`src/rtl/wdog_pkg.sv`:
```
// Shared types and helpers for the activity watchdog.
// Assumes TIMEOUT values of at least 2 cycles.
package wdog_pkg;

    // Heartbeat state as seen by the timer after synchronization
    typedef struct packed {
        logic driven;     // line is driven (delayed to align with edge_seen)
        logic edge_seen;  // a transition of the synchronized level
    } hb_status_t;

    // Counter width able to hold TIMEOUT-1, never below 1
    function automatic int unsigned cnt_width(input int unsigned limit);
        int unsigned w;
        w = 1;
        while ((64'd1 << w) < 64'(limit)) w++;
        return w;
    endfunction

endpackage

```
`src/rtl/wdog_sync.sv`:
```
// Multi-bit chain of flops that brings asynchronous inputs into the clock domain.
// Each bit is synchronized independently; the bits are not assumed to be related.
module wdog_sync #(
    parameter int unsigned WIDTH  = 2,
    parameter int unsigned STAGES = 2
) (
    input  logic             clk,
    input  logic             rst_n,
    input  logic [WIDTH-1:0] din,
    output logic [WIDTH-1:0] dout
);
    logic [WIDTH-1:0] stg [STAGES];

    generate
        for (genvar i = 0; i < STAGES; i++) begin : g_stage
            if (i == 0) begin : g_first
                // First stage samples the raw input
                always_ff @(posedge clk) begin
                    if (!rst_n) stg[i] <= '0;
                    else        stg[i] <= din;
                end
            end else begin : g_next
                // Later stages resolve metastability
                always_ff @(posedge clk) begin
                    if (!rst_n) stg[i] <= '0;
                    else        stg[i] <= stg[i-1];
                end
            end
        end
    endgenerate

    assign dout = stg[STAGES-1];
endmodule

```
`src/rtl/wdog_edge.sv`:
```
// Detects both transition directions on the synchronized heartbeat level and
// delays the driven flag by one cycle so both reach the timer in step.
// Assumes both inputs come from the same synchronizer.
module wdog_edge
    import wdog_pkg::*;
(
    input  logic       clk,
    input  logic       rst_n,
    input  logic       lvl_sync,
    input  logic       drv_sync,
    output hb_status_t status
);
    logic lvl_q;
    logic drv_q;

    // Hold the previous level and the aligned driven flag
    always_ff @(posedge clk) begin
        if (!rst_n) begin
            lvl_q <= 1'b0;
            drv_q <= 1'b0;
        end else begin
            lvl_q <= lvl_sync;
            drv_q <= drv_sync;
        end
    end

    // Any difference between current and previous level is an edge
    always_comb begin
        status.driven    = drv_q;
        status.edge_seen = lvl_sync ^ lvl_q;
    end
endmodule

```
`src/rtl/wdog_timer.sv`:
```
// Timeout counter. It clears on system reset, on an undriven heartbeat or on a
// heartbeat edge. Otherwise it counts to TIMEOUT and then latches the expired
// flag until one of the clear conditions occurs.
module wdog_timer
    import wdog_pkg::*;
#(
    parameter int unsigned TIMEOUT = 80_000_000,
    parameter int unsigned CW      = 27
) (
    input  logic          clk,
    input  logic          rst_n,
    input  logic          sys_reset,
    input  hb_status_t    status,
    output logic [CW-1:0] count,
    output logic          expired
);
    localparam logic [CW-1:0] LAST = CW'(TIMEOUT - 1);

    logic clear;

    // Conditions that hold the timer at zero
    always_comb clear = sys_reset | ~status.driven | status.edge_seen;

    // Count up while armed; freeze and flag on reaching the limit
    always_ff @(posedge clk) begin
        if (!rst_n || clear) begin
            count   <= '0;
            expired <= 1'b0;
        end else if (!expired) begin
            if (count == LAST) expired <= 1'b1;
            else               count   <= count + 1'b1;
        end
    end
endmodule

```
`src/rtl/activity_watchdog.sv`:
```
// Processor activity watchdog. The heartbeat level and driven flag are
// synchronized, checked for edges in both directions, and fed to a timeout
// counter. The fault output is low on timeout or undervoltage.
// Assumes sys_reset and undervolt are already synchronous to clk.
module activity_watchdog
    import wdog_pkg::*;
#(
    parameter int unsigned TIMEOUT     = 80_000_000,
    parameter int unsigned SYNC_STAGES = 2
) (
    input  logic clk,
    input  logic rst_n,
    input  logic hb_level,
    input  logic hb_driven,
    input  logic sys_reset,
    input  logic undervolt,
    output logic wdog_fault_n
);
    localparam int unsigned CNT_W = cnt_width(TIMEOUT);

    logic [1:0]       sync_out;
    hb_status_t       hb_st;
    logic             hb_drv_q;
    logic             hb_edge;
    logic [CNT_W-1:0] tmr_count;
    logic             tmr_expired;

    wdog_sync #(.WIDTH(2), .STAGES(SYNC_STAGES)) u_sync (
        .clk  (clk),
        .rst_n(rst_n),
        .din  ({hb_driven, hb_level}),
        .dout (sync_out)
    );

    wdog_edge u_edge (
        .clk     (clk),
        .rst_n   (rst_n),
        .lvl_sync(sync_out[0]),
        .drv_sync(sync_out[1]),
        .status  (hb_st)
    );

    wdog_timer #(.TIMEOUT(TIMEOUT), .CW(CNT_W)) u_timer (
        .clk      (clk),
        .rst_n    (rst_n),
        .sys_reset(sys_reset),
        .status   (hb_st),
        .count    (tmr_count),
        .expired  (tmr_expired)
    );

    // Unpack status for visibility to the checker
    always_comb begin
        hb_drv_q = hb_st.driven;
        hb_edge  = hb_st.edge_seen;
    end

    // Undervoltage overrides the timer without a clock edge
    always_comb wdog_fault_n = ~(tmr_expired | undervolt);
endmodule

```
`config.mk`:
```
export PLATFORM = sky130hd
export DESIGN_NAME = activity_watchdog
export DESIGN_NICKNAME = d
export VERILOG_FILES = /design/src/rtl/wdog_pkg.sv /design/src/rtl/wdog_sync.sv /design/src/rtl/wdog_edge.sv /design/src/rtl/wdog_timer.sv /design/src/rtl/activity_watchdog.sv
export SDC_FILE = /design/constraint.sdc
export NUM_CORES = 1
export LEC_CHECK = 0
export BUFFER_PORTS_ARGS = -buffer_cell sky130_fd_sc_hd__buf_2
export CAP_MARGIN = 20
export CORE_MARGIN = 2
export CORE_UTILIZATION = 55
export DETAILED_ROUTE_END_ITERATION = 10
export HOLD_SLACK_MARGIN = 0.02
export PLACE_DENSITY = 0.72
export SYNTH_ARGS = -nofsm -noshare
export SYNTH_HDL_FRONTEND = slang
export SYNTH_HIERARCHICAL = 1
export SYNTH_SLANG_ARGS = --single-unit
```
`constraint.sdc`:
```
create_clock -name clk -period 2.1 [get_ports clk]
set_input_delay 0.42 -clock clk [delete_from_list [all_inputs] [get_ports clk]]
set_output_delay 0.42 -clock clk [all_outputs]
set_load 0.1 [all_outputs]
```
==> load_flow_metrics.sql, run 1 <==
INSERT INTO impl_metrics (metric_group, metric, value, unit) VALUES
('sta', 'slew_headroom', '58.1', '%'),
('setup_path', 'worst-endpoint-arrival', '2160', 'ps'),
('grt', 'global_route.peak_usage_layer', 'met2', ''),
('floorplanning', 'die_x', '58.2', 'um'),
('floorplanning', 'start_util', '58.2', '%'),
('detailed_routing', 'route.detailed.wl_per_inst', '13.7', 'um'),
('floorplanning', 'dieArea', '3390', 'um^2'),
('clock_network', 'cts.reportedPaths.clkPinSlew', '100', 'ps'),
('place', 'dp_worst_setup_slack', '135', 'ps'),
('pwr', 'vdd_ir_drop_max', '0.663', 'mV'),
('clock_network', 'ctsHoldBuffers', '0', ''),
('clock_network', 'tritoncts', 'yes', ''),
('floorplanning', 'die-height', '58.2', 'um'),
('setup_path', 'required', '2340', 'ps'),
('finish', 'layout-drive-gt1-share', '17.7', '%'),
('pwr', 'power_density', '599', 'nW/um^2'),
('setup_path', 'timing.critical_path.to_type', 'flip-flop', ''),
('detailed_routing', 'wirelength', '3050', 'um'),
('synth', 'ys_top_cells_by_area', 'sky130_fd_sc_hd__dfxtp_1 (42%), sky130_fd_sc_hd__xnor2_1 (6.0%), sky130_fd_sc_hd__nor2_1 (4.9%)', ''),
('detailed_routing', 'postRouteAntennaNets', '0', ''),
('synth', 'synth_fp_nets', '189', ''),
('run', 'maxCapViolations', '0', ''),
('synth', 'synth-warning-count', '6', ''),
('detailed_routing', 'vias', '1300', ''),
('synth', 'yosys.area.top_type', 'sky130_fd_sc_hd__dfxtp_1', ''),
('sta', 'maxClockFrequency', '519', 'MHz'),
('setup_path', 'worst-setup-path-type', 'reg -> reg', ''),
('sta', 'timing.final.ws_setup', '174', 'ps'),
('grt', 'grt_use_met1', '25.1', '%'),
('synth', 'synth_edf_count', '0', ''),
('run_status', 'status', 'completed', ''),
('floorplanning', 'io_pins', '7', ''),
('grt', 'number_of_global_route_vias_before_repair', '1255', ''),
('clock_network', 'cts_buffers', '5', ''),
('clock_network', 'buffer_depth_of_the_longest_clock_path', '2', ''),
('synth', 'netlist.area_leader.share', '42.1', '%'),
('grt', 'grt_start_max_net_pins', '15', ''),
('detailed_routing', 'drt_first_pass_iters', '4', ''),
('clock_network', 'post_cts_setup_inserts', '0', ''),
('setup_path', 'max_stage_delay', '440', 'ps'),
('setup_path', 'crit_chain', 'ha_1, nand4_4, or3_4, nor4_2, xnor2_1, nor2_1', ''),
('synth', 'yosys.cell_types.count', '38', ''),
('setup_path', 'critical_path_maximum_fanout', '5', ''),
('finish', 'filler_cell_count', '246', ''),
('floorplanning', 'fp-row-count', '19', ''),
('grt', 'global_route_wire_length_before_repair', '5270', 'um'),
('setup_path', 'critical_path.reg2reg.startpoint', 'u_timer/count[0]', ''),
('sta', 'final.min_clock_period', '1930', 'ps'),
('synth', 'syn_avg_cell_area', '8.89', 'um^2'),
('synth', 'synth_sequential_area_ratio', '42.1', '%'),
('clock_network', 'cts_repair_resize_count', '0', ''),
('synth', 'syn_inst', '182', ''),
('sta', 'hold_slack', '282', 'ps'),
('clock_network', 'cts.htree.levels', '2', ''),
('detailed_routing', 'drc', '0', ''),
('sta', 'final_max_slew_viol_count', '0', ''),
('synth', 'synth_flop_cell', 'sky130_fd_sc_hd__dfxtp_1', ''),
('setup_path', 'slowest_stage', 'sky130_fd_sc_hd__or3_4', ''),
('grt', 'initial_antenna_violation_count', '0', ''),
('detailed_routing', 'drt-vias-per-instance', '5.83', ''),
('clock_network', 'root_buffer', 'sky130_fd_sc_hd__clkbuf_4', ''),
('hold_path', 'hp-start', 'hb_level', ''),
('pwr', 'leakagePower', '0.546', 'nW'),
('synth', 'yosys_register_bits', '34', ''),
('grt', 'gr-usage-met2', '33.1', '%'),
('detailed_routing', 'dr.first_iter.drc_count', '47', ''),
('setup_path', 'crit_path_start_kind', 'flip-flop', ''),
('setup_path', 'cp-startpoint', 'u_timer/count[0]', ''),
('place', 'hpwlAfterDp', '2230', 'um'),
('sta', 'final_min_period_over_clock_period', '91.7', '%'),
('grt', 'globalRouteMet3Util', '6.03', '%');
-- Yosys cell counts, drive strengths merged (2+ instances only) --
cell type and instances:
clkbuf 4, or3 10, dfxtp 34, and4 4, a31o 2, nand4 10
o21ai 11, xnor2 11, o21a 2, nor2 21, or2 2, and2 8
xor2 3, a21oi 13, nor4 5, nand3 7, buf 2, nand2 11
inv 4, nor3 9
-- final cells by class --
| class | count | area, um^2 | area share (%) |
|---|---|---|---|
| multi-input combinational | 138 | 916 | 52.1 |
| clock buffer | 6 | 51.3 | 2.92 |
| tap | 31 | 38.8 | 2.20 |
| inverter | 4 | 15.0 | 0.853 |
| clock inverter | 2 | 12.5 | 0.711 |
| timing repair buffer | 8 | 45.0 | 2.56 |
| sequential | 34 | 681 | 38.7 |
-- flip-flops by register name, summed over array words and instances, names as in the netlist --
| name | cells |
|---|---|
| u_sync/stg | 4 |
| u_edge/drv_q | 1 |
| u_edge/lvl_q | 1 |
| u_timer/expired | 1 |
| u_timer/count | 27 |
-- worst paths after layout --
check | end | slack [ps] | depth (start not counted)
hold reg to reg | u_edge/drv_q | 430 | 1
hold / removal | u_sync/stg[0][0] | 280 | 2
setup reg to reg | u_timer/count[26] | 170 | 6
setup / recovery | u_timer/count[26] | 170 | 6
-- cell families (layout without fill, tap and decap cells) --
group | Yosys count | after routing | share of synthesized area [%]
simple gates | 93 | 93 | 36.0
xor+xnor | 14 | 14 | 7.58
compound gates | 30 | 30 | 11.1
buf+inv | 10 | 20 | 2.55
flops | 34 | 34 | 42.1
fa+ha+maj | 1 | 1 | 0.773
-- critical path: cells and delay by family (launching register included) --
| kind | cells | cell delay (ps) |
|---|---|---|
| xor gates and xnor gates | 1 | 160 |
| and+or+nand+nor | 4 | 1000 |
| adders and majority gates | 1 | 270 |
| DFF | 1 | 390 |
-- metrics by stage --
stage	std cells	utilization, %	instance area [um^2]
6_report	223	63.2	1760
5_1_grt	223	63.2	1760
4_1_cts	223	62.5	1740
3_5_place_dp	215	60.2	1680
3_3_place_gp	215	60.2	1680
2_1_floorplan	182	-	1620
-- report_power, final --
part	internal (W)	total, W	switching [W]
Clock	0.000161	0.000380	0.000219
Combinational	0.00000880	0.0000224	0.0000136
Sequential	0.000649	0.000651	0.00000152
Total	0.000819	0.00105	0.000234
-- metal layers --
metal  up-vias  share of wire (%)
li1        671                  -
met1       597                 47
met2        23                 46
met3         9                4.3
met4         0                2.2
met5         -                  0
-- cells in the final DEF, fill, tap and decap left out, types with 2 or more instances in the layout --
| master | instances |
|---|---|
| sky130_fd_sc_hd__and2_1 | 7 |
| sky130_fd_sc_hd__a21oi_1 | 13 |
| sky130_fd_sc_hd__nand4_1 | 8 |
| sky130_fd_sc_hd__nor4_2 | 3 |
| sky130_fd_sc_hd__and4_1 | 4 |
| sky130_fd_sc_hd__clkbuf_4 | 5 |
| sky130_fd_sc_hd__nand2_1 | 11 |
| sky130_fd_sc_hd__buf_2 | 6 |
| sky130_fd_sc_hd__nand3_1 | 6 |
| sky130_fd_sc_hd__inv_1 | 4 |
| sky130_fd_sc_hd__o21ai_0 | 10 |
| sky130_fd_sc_hd__dfxtp_1 | 34 |
| sky130_fd_sc_hd__xor2_1 | 3 |
| sky130_fd_sc_hd__buf_4 | 2 |
| sky130_fd_sc_hd__a31o_2 | 2 |
| sky130_fd_sc_hd__or3_1 | 9 |
| sky130_fd_sc_hd__xnor2_1 | 11 |
| sky130_fd_sc_hd__nor2_1 | 21 |
| sky130_fd_sc_hd__o21a_1 | 2 |
| sky130_fd_sc_hd__nor3_1 | 7 |
Power figures use the tool's default switching activity.
==> inputs of run 2 (changes only) <==
MAX_ROUTING_LAYER = met4   (was unset)
SYNTH_HIERARCHICAL = unset   (was 1)
==> load_flow_metrics.sql, run 2 <==
INSERT INTO impl_metrics (metric_group, metric, value, unit) VALUES
('sta', 'clock-skew-final', '6.04', 'ps'),
('place', 'placed_cells_incl_taps', '226', ''),
('clock_network', 'worstSkewPairLatency', '330', 'ps'),
('setup_path', 'timing.critical_path.to_type', 'flip-flop', ''),
('setup_path', 'crit_path_start_kind', 'flip-flop', ''),
('floorplanning', 'die-height', '57.2', 'um'),
('detailed_routing', 'drt_first_pass_iters', '4', ''),
('finish', 'num-nets-final', '213', ''),
('place', 'hpwlAfterDp', '2390', 'um'),
('hold_path', 'worstHoldPathCells', '2', ''),
('synth', 'synth_compound_area_share', '11.4', '%'),
('sta', 'maxClockFrequency', '437', 'MHz'),
('sta', 'unrepaired_setup_endpoints_after_global_routing', 'yes', ''),
('detailed_routing', 'maxUsedRoutingLayer', 'met4', ''),
('synth', 'synth-warning-count', '0', ''),
('detailed_routing', 'detail_route.wirelength.met1', '1580', 'um'),
('floorplanning', 'placeableCoreArea', '2710', 'um^2'),
('detailed_routing', 'dr.first_iter.drc_count', '55', ''),
('hold_path', 'hp-start', 'hb_level', ''),
('finish', 'flow.area_growth_from_synthesis', '23.7', '%'),
('setup_path', 'worst-setup-path-type', 'reg -> reg', ''),
('sta', 'slew_headroom', '60.6', '%'),
('clock_network', 'ctsHoldBuffers', '0', ''),
('synth', 'yosys_register_bits', '34', ''),
('grt', 'number_of_global_route_vias_before_repair', '1264', ''),
('synth', 'netlist.area_leader.share', '43.8', '%'),
('setup_path', 'timing.critical_path.depth', '7', ''),
('clock_network', 'cts.htree.levels', '2', ''),
('synth', 'yosys.cell_types.count', '33', ''),
('synth', 'synth_fp_nets', '184', ''),
('synth', 'syn_inst', '177', ''),
('sta', 'worst_pin_slew', '589', 'ps'),
('setup_path', 'max_stage_delay', '570', 'ps'),
('synth', 'synth_sequential_area_ratio', '43.8', '%'),
('run', 'maxCapViolations', '0', ''),
('finish', 'most_common_library_cell_in_the_layout_ignoring_fill_and_taps', 'sky130_fd_sc_hd__dfxtp_1', ''),
('synth', 'synth.top_cells.by_count', 'sky130_fd_sc_hd__dfxtp_1 (34), sky130_fd_sc_hd__nor2_1 (19), sky130_fd_sc_hd__nand2_1 (17)', ''),
('sta', 'hold_slack', '284', 'ps'),
('clock_network', 'root_buffer', 'sky130_fd_sc_hd__clkbuf_4', ''),
('detailed_routing', 'drc', '0', ''),
('clock_network', 'cts.sinks', '34', ''),
('setup_path', 'critical_path.reg2reg.startpoint', 'u_timer.count[14]', ''),
('sta', 'finalHoldViolations', '0', ''),
('clock_network', 'buffer_depth_of_the_longest_clock_path', '2', ''),
('grt', 'global_route_wire_length_before_repair', '5440', 'um'),
('detailed_routing', 'met3RoutedLength', '111', 'um'),
('floorplanning', 'start_util', '57.3', '%'),
('setup_path', 'cp-startpoint', 'u_timer.count[14]', ''),
('floorplanning', 'die_x', '57.2', 'um'),
('clock_network', 'tritoncts', 'yes', ''),
('hold_path', 'hold_end', 'u_sync.stg[0][0]', ''),
('setup_path', 'rrSetupSlack', '-190', 'ps'),
('finish', 'largestRegisters', 'u_timer.count (27), u_sync.stg (4)', ''),
('synth', 'syn-cell-area', '1550', 'um^2'),
('synth', 'syn_avg_cell_area', '8.78', 'um^2'),
('finish', 'final_design_area_no_fill', '1920', 'um^2'),
('setup_path', 'critical_path_maximum_fanout', '5', ''),
('setup_path', 'worstReg2RegEnd', 'u_timer.count[0]', ''),
('synth', 'synth_flop_cell', 'sky130_fd_sc_hd__dfxtp_1', ''),
('setup_path', 'required', '2340', 'ps'),
('grt', 'total_routing_usage_gr', '22.3', '%'),
('synth', 'synthAdderAreaFrac', '0.805', '%'),
('grt', 'globalRoute.totalOverflow', '0', ''),
('detailed_routing', 'vias', '1402', ''),
('setup_path', 'slowest_stage', 'sky130_fd_sc_hd__or4_4', ''),
('floorplanning', 'io_pins', '7', ''),
('detailed_routing', 'route.detailed.wl_per_inst', '15.4', 'um'),
('detailed_routing', 'wirelength', '3670', 'um'),
('setup_path', 'crit_chain', 'or4b_4, or4_4, o41ai_4, buf_6, buf_12, xor2_1, nor2_1', ''),
('setup_path', 'worst-path-buf-inv', '2', ''),
('clock_network', 'cts.reportedPaths.clkPinSlew', '110', 'ps'),
('detailed_routing', 'drt-vias-per-instance', '5.89', ''),
('sta', 'final.min_clock_period', '2290', 'ps'),
('place', 'numPortBuffers', '6', ''),
('hold_path', 'class_of_the_most_critical_hold_timing_path', 'in -> reg', ''),
('detailed_routing', 'wl_met2', '1900', 'um'),
('grt', 'grt_start_max_net_pins', '20', ''),
('grt', 'initial_antenna_violation_count', '0', ''),
('detailed_routing', 'postRouteAntennaNets', '0', ''),
('sta', 'final_max_slew_viol_count', '0', ''),
('setup_path', 'worst_r2r_path_depth', '7', ''),
('sta', 'timing.final.ws_setup', '-187', 'ps'),
('synth', 'yosys.area.top_type', 'sky130_fd_sc_hd__dfxtp_1', ''),
('sta', 'finalSetupViolCount', '11', ''),
('synth', 'synth_edf_count', '0', ''),
('floorplanning', 'dieArea', '3270', 'um^2'),
('finish', 'layout.cells.most_common_list', 'sky130_fd_sc_hd__dfxtp_1 (33), sky130_fd_sc_hd__nor2_1 (19), sky130_fd_sc_hd__nand2_1 (16), sky130_fd_sc_hd__buf_4 (16), sky130_fd_sc_hd__xnor2_1 (11)', ''),
('setup_path', 'worst-endpoint-arrival', '2520', 'ps'),
('finish', 'largest_register_ffs', '27', ''),
('pwr', 'total_power', '0.00106', 'W'),
('floorplanning', 'fp-row-count', '19', ''),
('finish', 'most_flop_heavy_register', 'u_timer.count', ''),
('synth', 'ys_top_cells_by_area', 'sky130_fd_sc_hd__dfxtp_1 (44%), sky130_fd_sc_hd__xnor2_1 (6.2%), sky130_fd_sc_hd__nor2_1 (4.6%)', ''),
('synth', 'synth_top_family_by_area', 'simple AND/OR/NAND/NOR gates', ''),
('finish', 'layout-drive-gt1-share', '30.4', '%'),
('synth', 'yosysMostFrequentCell', 'sky130_fd_sc_hd__dfxtp_1', ''),
('pwr', 'vdd_ir_drop_max', '0.609', 'mV'),
('place', 'dpl_cell_area', '1740', 'um^2'),
('synth', 'synth_mux_area_share', '0', '%'),
('sta', 'final_min_period_over_clock_period', '109', '%'),
('place', 'dp_worst_setup_slack', '-101', 'ps'),
('pwr', 'power_density', '549', 'nW/um^2'),
('run_status', 'status', 'complete, but fails checks', ''),
('run_status', 'failed_checks', 'setup timing', ''),
('synth', 'async_reset_ff_share', '0', '%'),
('setup_path', 'cpLargestDelayFamily', 'simple AND/OR/NAND/NOR gates', ''),
('synth', 'synth_xor_xnor_area_share', '7.89', '%'),
('clock_network', 'cts_buffers', '5', ''),
('synth', 'post_synth_and_or_nand_nor_area_fraction', '32.9', '%'),
('place', 'gpl.final_weighted_congestion', '0.822', ''),
('finish', 'fin_cells', '238', ''),
('pwr', 'leakagePower', '0.658', 'nW'),
('finish', 'antenna_cells_inserted', '0', '');
[run 2: changes by cell type after synthesis, moves of 5 or more]
cell	previous run	this run
sky130_fd_sc_hd__a21oi_1	13	7
sky130_fd_sc_hd__nand2_1	11	17
sky130_fd_sc_hd__nor4_1	1	6
sky130_fd_sc_hd__or3_1	10	5
sky130_fd_sc_hd__or4_2	0	5
[run 2: kinds of logic (layout without fill, tap and decap cells)]
family / Yosys count / after routing
fa+ha+maj: 1 / 1
buf+inv: 11 / 41
compound gates: 25 / 25
simple gates: 92 / 92
flops: 34 / 34
xor+xnor: 14 / 14
[run 2: worst max-delay path by stage]
stage,slack (ps),endpoint
2_1_floorplan,-110,u_timer.count[0]
3_3_place_gp,-20,u_timer.count[0]
3_5_place_dp,-100,u_timer.count[0]
4_1_cts,-110,u_timer.count[0]
6_report,-190,u_timer.count[0]
5_1_grt,-240,u_timer.count[0]
[run 2: final cells by class]
class                   instances  area [um^2]
multi-input cells             132          872
fillers                       215          788
flip-flops and latches         34          682
repair buffers                 27          243
clock buffers                   6         51.3
well taps                      31         38.8
inverters                       6         22.5
clock inverters                 2         12.5
[run 2: per-stage QoR]
stage                     setup TNS (ps)  utilization, %
final                              -1640            70.9
after global placement             -18.0            64.1
after global routing               -2270            70.9
after detailed placement            -575            64.1
after CTS                           -712            66.7
after floorplan                     -292               -
[run 2: what timing repair did]
action,in CTS,in global routing
resized for setup,1,14
gates cloned,0,3
setup endpoints to repair,11,19
setup buffers,0,1
pin swaps,0,9
[run 2: metal layers]
layer | vias to the layer above | track usage, %
met2 | 30 | 36.6
met3 | 8 | 4.76
li1 | 691 | -
met4 | 0 | 10.3
met1 | 673 | 26.1
met5 | - | -
[run 2: where the power goes]
part / switching [W] / total [W] / leakage (nW) / internal, W
combinational: 0.0000140 / 0.0000220 / 0.348 / 0.00000799
clock: 0.000222 / 0.000383 / 0.0343 / 0.000161
sequential: 0.00000161 / 0.000651 / 0.275 / 0.000649
==> inputs of run 3 (changes only) <==
GPL_TIMING_DRIVEN = 0   (was unset)
==> load_flow_metrics.sql, run 3 (synthesis gave the netlist of run 2 again) <==
INSERT INTO impl_metrics (metric_group, metric, value, unit) VALUES
('floorplanning', 'die-height', '57.2', 'um'),
('run_status', 'failed_checks', 'setup timing', ''),
('finish', 'flow.area_growth_from_synthesis', '16.3', '%'),
('sta', 'hold_slack', '277', 'ps'),
('clock_network', 'cts.sinks', '34', ''),
('clock_network', 'cts.htree.levels', '2', ''),
('sta', 'slew_headroom', '64.8', '%'),
('sta', 'finalSetupViolCount', '13', ''),
('grt', 'number_of_global_route_vias_before_repair', '1240', ''),
('floorplanning', 'fp-row-count', '19', ''),
('clock_network', 'tritoncts', 'yes', ''),
('detailed_routing', 'drc', '0', ''),
('setup_path', 'timing.critical_path.depth', '6', ''),
('sta', 'timing.final.ws_setup', '-210', 'ps'),
('clock_network', 'cts_buffers', '5', ''),
('finish', 'layout.cells.most_common_list', 'sky130_fd_sc_hd__dfxtp_1 (29), sky130_fd_sc_hd__nor2_1 (19), sky130_fd_sc_hd__nand2_1 (17)', ''),
('setup_path', 'cp-startpoint', 'u_timer.count[20]', ''),
('clock_network', 'buffer_depth_of_the_longest_clock_path', '2', ''),
('finish', 'layout.core_utilization', '66.7', '%'),
('run_status', 'status', 'complete, but fails checks', ''),
('floorplanning', 'io_pins', '7', ''),
('grt', 'global_route_wire_length_before_repair', '5440', 'um'),
('finish', 'sequential_cell_area', '687', 'um^2'),
('setup_path', 'rrSetupSlack', '-210', 'ps'),
('floorplanning', 'dieArea', '3270', 'um^2'),
('setup_path', 'critical_path.reg2reg.startpoint', 'u_timer.count[20]', ''),
('clock_network', 'cts.reportedPaths.clkPinSlew', '110', 'ps'),
('floorplanning', 'die_x', '57.2', 'um'),
('floorplanning', 'placeableCoreArea', '2710', 'um^2'),
('detailed_routing', 'vias', '1337', ''),
('detailed_routing', 'met3RoutedLength', '95', 'um'),
('sta', 'finalHoldViolations', '0', ''),
('detailed_routing', 'dr.first_iter.drc_count', '57', ''),
('finish', 'multi_input_comb_area', '875', 'um^2'),
('hold_path', 'worstHoldPathCells', '2', ''),
('finish', 'most_common_library_cell_in_the_layout_ignoring_fill_and_taps', 'sky130_fd_sc_hd__dfxtp_1', ''),
('detailed_routing', 'wirelength', '3280', 'um'),
('setup_path', 'required', '2320', 'ps'),
('sta', 'maxClockFrequency', '433', 'MHz'),
('sta', 'clock-skew-final', '4.95', 'ps'),
('clock_network', 'root_buffer', 'sky130_fd_sc_hd__clkbuf_4', ''),
('run', 'maxCapViolations', '0', ''),
('finish', 'most_flop_heavy_register', 'u_timer.count', ''),
('setup_path', 'worst-path-buf-inv', '1', ''),
('setup_path', 'crit_path_start_kind', 'flip-flop', ''),
('detailed_routing', 'drt_first_pass_iters', '4', ''),
('floorplanning', 'start_util', '57.3', '%'),
('setup_path', 'critical_path_maximum_fanout', '6', ''),
('sta', 'worst_pin_slew', '526', 'ps'),
('detailed_routing', 'drt-vias-per-instance', '5.86', ''),
('sta', 'final_min_period_over_clock_period', '110', '%'),
('detailed_routing', 'wl_met2', '1580', 'um'),
('place', 'gpl.final_weighted_congestion', '0.840', ''),
('finish', 'filler_cell_count', '242', ''),
('setup_path', 'worst-endpoint-arrival', '2530', 'ps'),
('setup_path', 'max_stage_delay', '570', 'ps'),
('detailed_routing', 'postRouteAntennaNets', '0', ''),
('finish', 'layout-drive-gt1-share', '27.4', '%'),
('detailed_routing', 'route.detailed.wl_per_inst', '14.4', 'um'),
('detailed_routing', 'maxUsedRoutingLayer', 'met4', ''),
('sta', 'unrepaired_setup_endpoints_after_global_routing', 'yes', ''),
('finish', 'num-nets-final', '203', ''),
('place', 'hpwlAfterDp', '2130', 'um'),
('hold_path', 'class_of_the_most_critical_hold_timing_path', 'in -> reg', ''),
('setup_path', 'worst-setup-path-type', 'reg -> reg', ''),
('pwr', 'power_density', '641', 'nW/um^2'),
('grt', 'initial_antenna_violation_count', '0', ''),
('setup_path', 'cpLargestDelayFamily', 'simple AND/OR/NAND/NOR gates', ''),
('clock_network', 'worstSkewPairLatency', '340', 'ps'),
('grt', 'total_routing_usage_gr', '22.2', '%'),
('finish', 'antenna_cells_inserted', '0', ''),
('place', 'numPortBuffers', '6', ''),
('detailed_routing', 'detail_route.wirelength.met1', '1550', 'um'),
('setup_path', 'cp-endpoint', 'u_timer.count[4]', ''),
('setup_path', 'timing.critical_path.to_type', 'flip-flop', ''),
('setup_path', 'worstReg2RegEnd', 'u_timer.count[4]', ''),
('pwr', 'vdd_ir_drop_max', '0.728', 'mV'),
('pwr', 'leakagePower', '0.580', 'nW'),
('grt', 'globalRoute.totalOverflow', '0', ''),
('setup_path', 'slowest_stage', 'sky130_fd_sc_hd__or4_4', ''),
('grt', 'grt_start_max_net_pins', '13', ''),
('finish', 'largestRegisters', 'u_timer.count (27), u_sync.stg (4)', ''),
('sta', 'final_max_slew_viol_count', '0', ''),
('setup_path', 'crit_chain', 'or3_2, or4_4, o41ai_4, buf_4, or3_4, a21oi_2', ''),
('sta', 'final.min_clock_period', '2310', 'ps'),
('finish', 'largest_register_ffs', '27', ''),
('setup_path', 'worst_r2r_path_depth', '6', '');
==> run 3: changes by cell type in the layout (fill, tap and decap cells not counted), sizes merged <==
cell      delta
clkinvlp     +1
clkbuf       +1
clkinv       -1
buf         -12
bufinv       +1
==> run 3: worst min-delay path by stage <==
stage,endpoint,slack [ps],start
3_5_place_dp,u_edge.drv_q,430,u_sync.stg[1][1]
3_3_place_gp,u_edge.drv_q,410,u_sync.stg[1][1]
6_report,u_sync.stg[0][0],280,hb_level
2_1_floorplan,u_edge.drv_q,410,u_sync.stg[1][1]
5_1_grt,u_sync.stg[0][0],260,hb_level
4_1_cts,u_sync.stg[0][0],260,hb_level
==> run 3: what timing repair did <==
item | 4_1_cts | 5_1_grt
pin swaps | 7 | 5
hold buffers | 0 | 0
setup endpoints to repair | 22 | 20
endpoints found under the hold margin | 0 | 0
setup buffers | 5 | 0
resized for setup | 11 | 8
gates cloned | 1 | 0
==> run 3: final cells by class <==
type                            count  area share [%]
Multi-Input combinational cell    132            48.4
Sequential cell                    34            38.0
Timing Repair Buffer               12            4.01
Clock inverter                      3            2.49
Tap cell                           31            2.15
Clock buffer                        5            2.08
Buffer                              5            1.66
Inverter                            6            1.25
==> run 3: where the power goes <==
part           switching (W)  leakage (nW)  internal [W]
Sequential        0.00000155         0.277      0.000649
Combinational      0.0000136         0.265    0.00000772
Clock               0.000237        0.0374      0.000250
==> run 3: metrics by stage <==
| stage | total power, W | cell area [um^2] | setup slack [ps] | std cells | TNS, ps |
|---|---|---|---|---|---|
| floorplan | 0.000679 | 1550 | -114 | 177 | -292 |
| global placement | 0.000686 | 1620 | -303 | 214 | -3340 |
| detailed placement | 0.000687 | 1620 | -309 | 214 | -3870 |
| CTS | 0.00116 | 1790 | -266 | 228 | -2720 |
| global route | 0.00120 | 1810 | -296 | 228 | -3140 |
| finish | 0.00116 | 1810 | -210 | 228 | -2140 |
==> run 3: per-layer routing <==
| layer | track usage [%] | vias up |
|---|---|---|
| met5 | - | - |
| met4 | 9.30 | 0 |
| met3 | 6.80 | 6 |
| met2 | 32.8 | 15 |
| met1 | 28.1 | 651 |
| li1 | - | 665 |
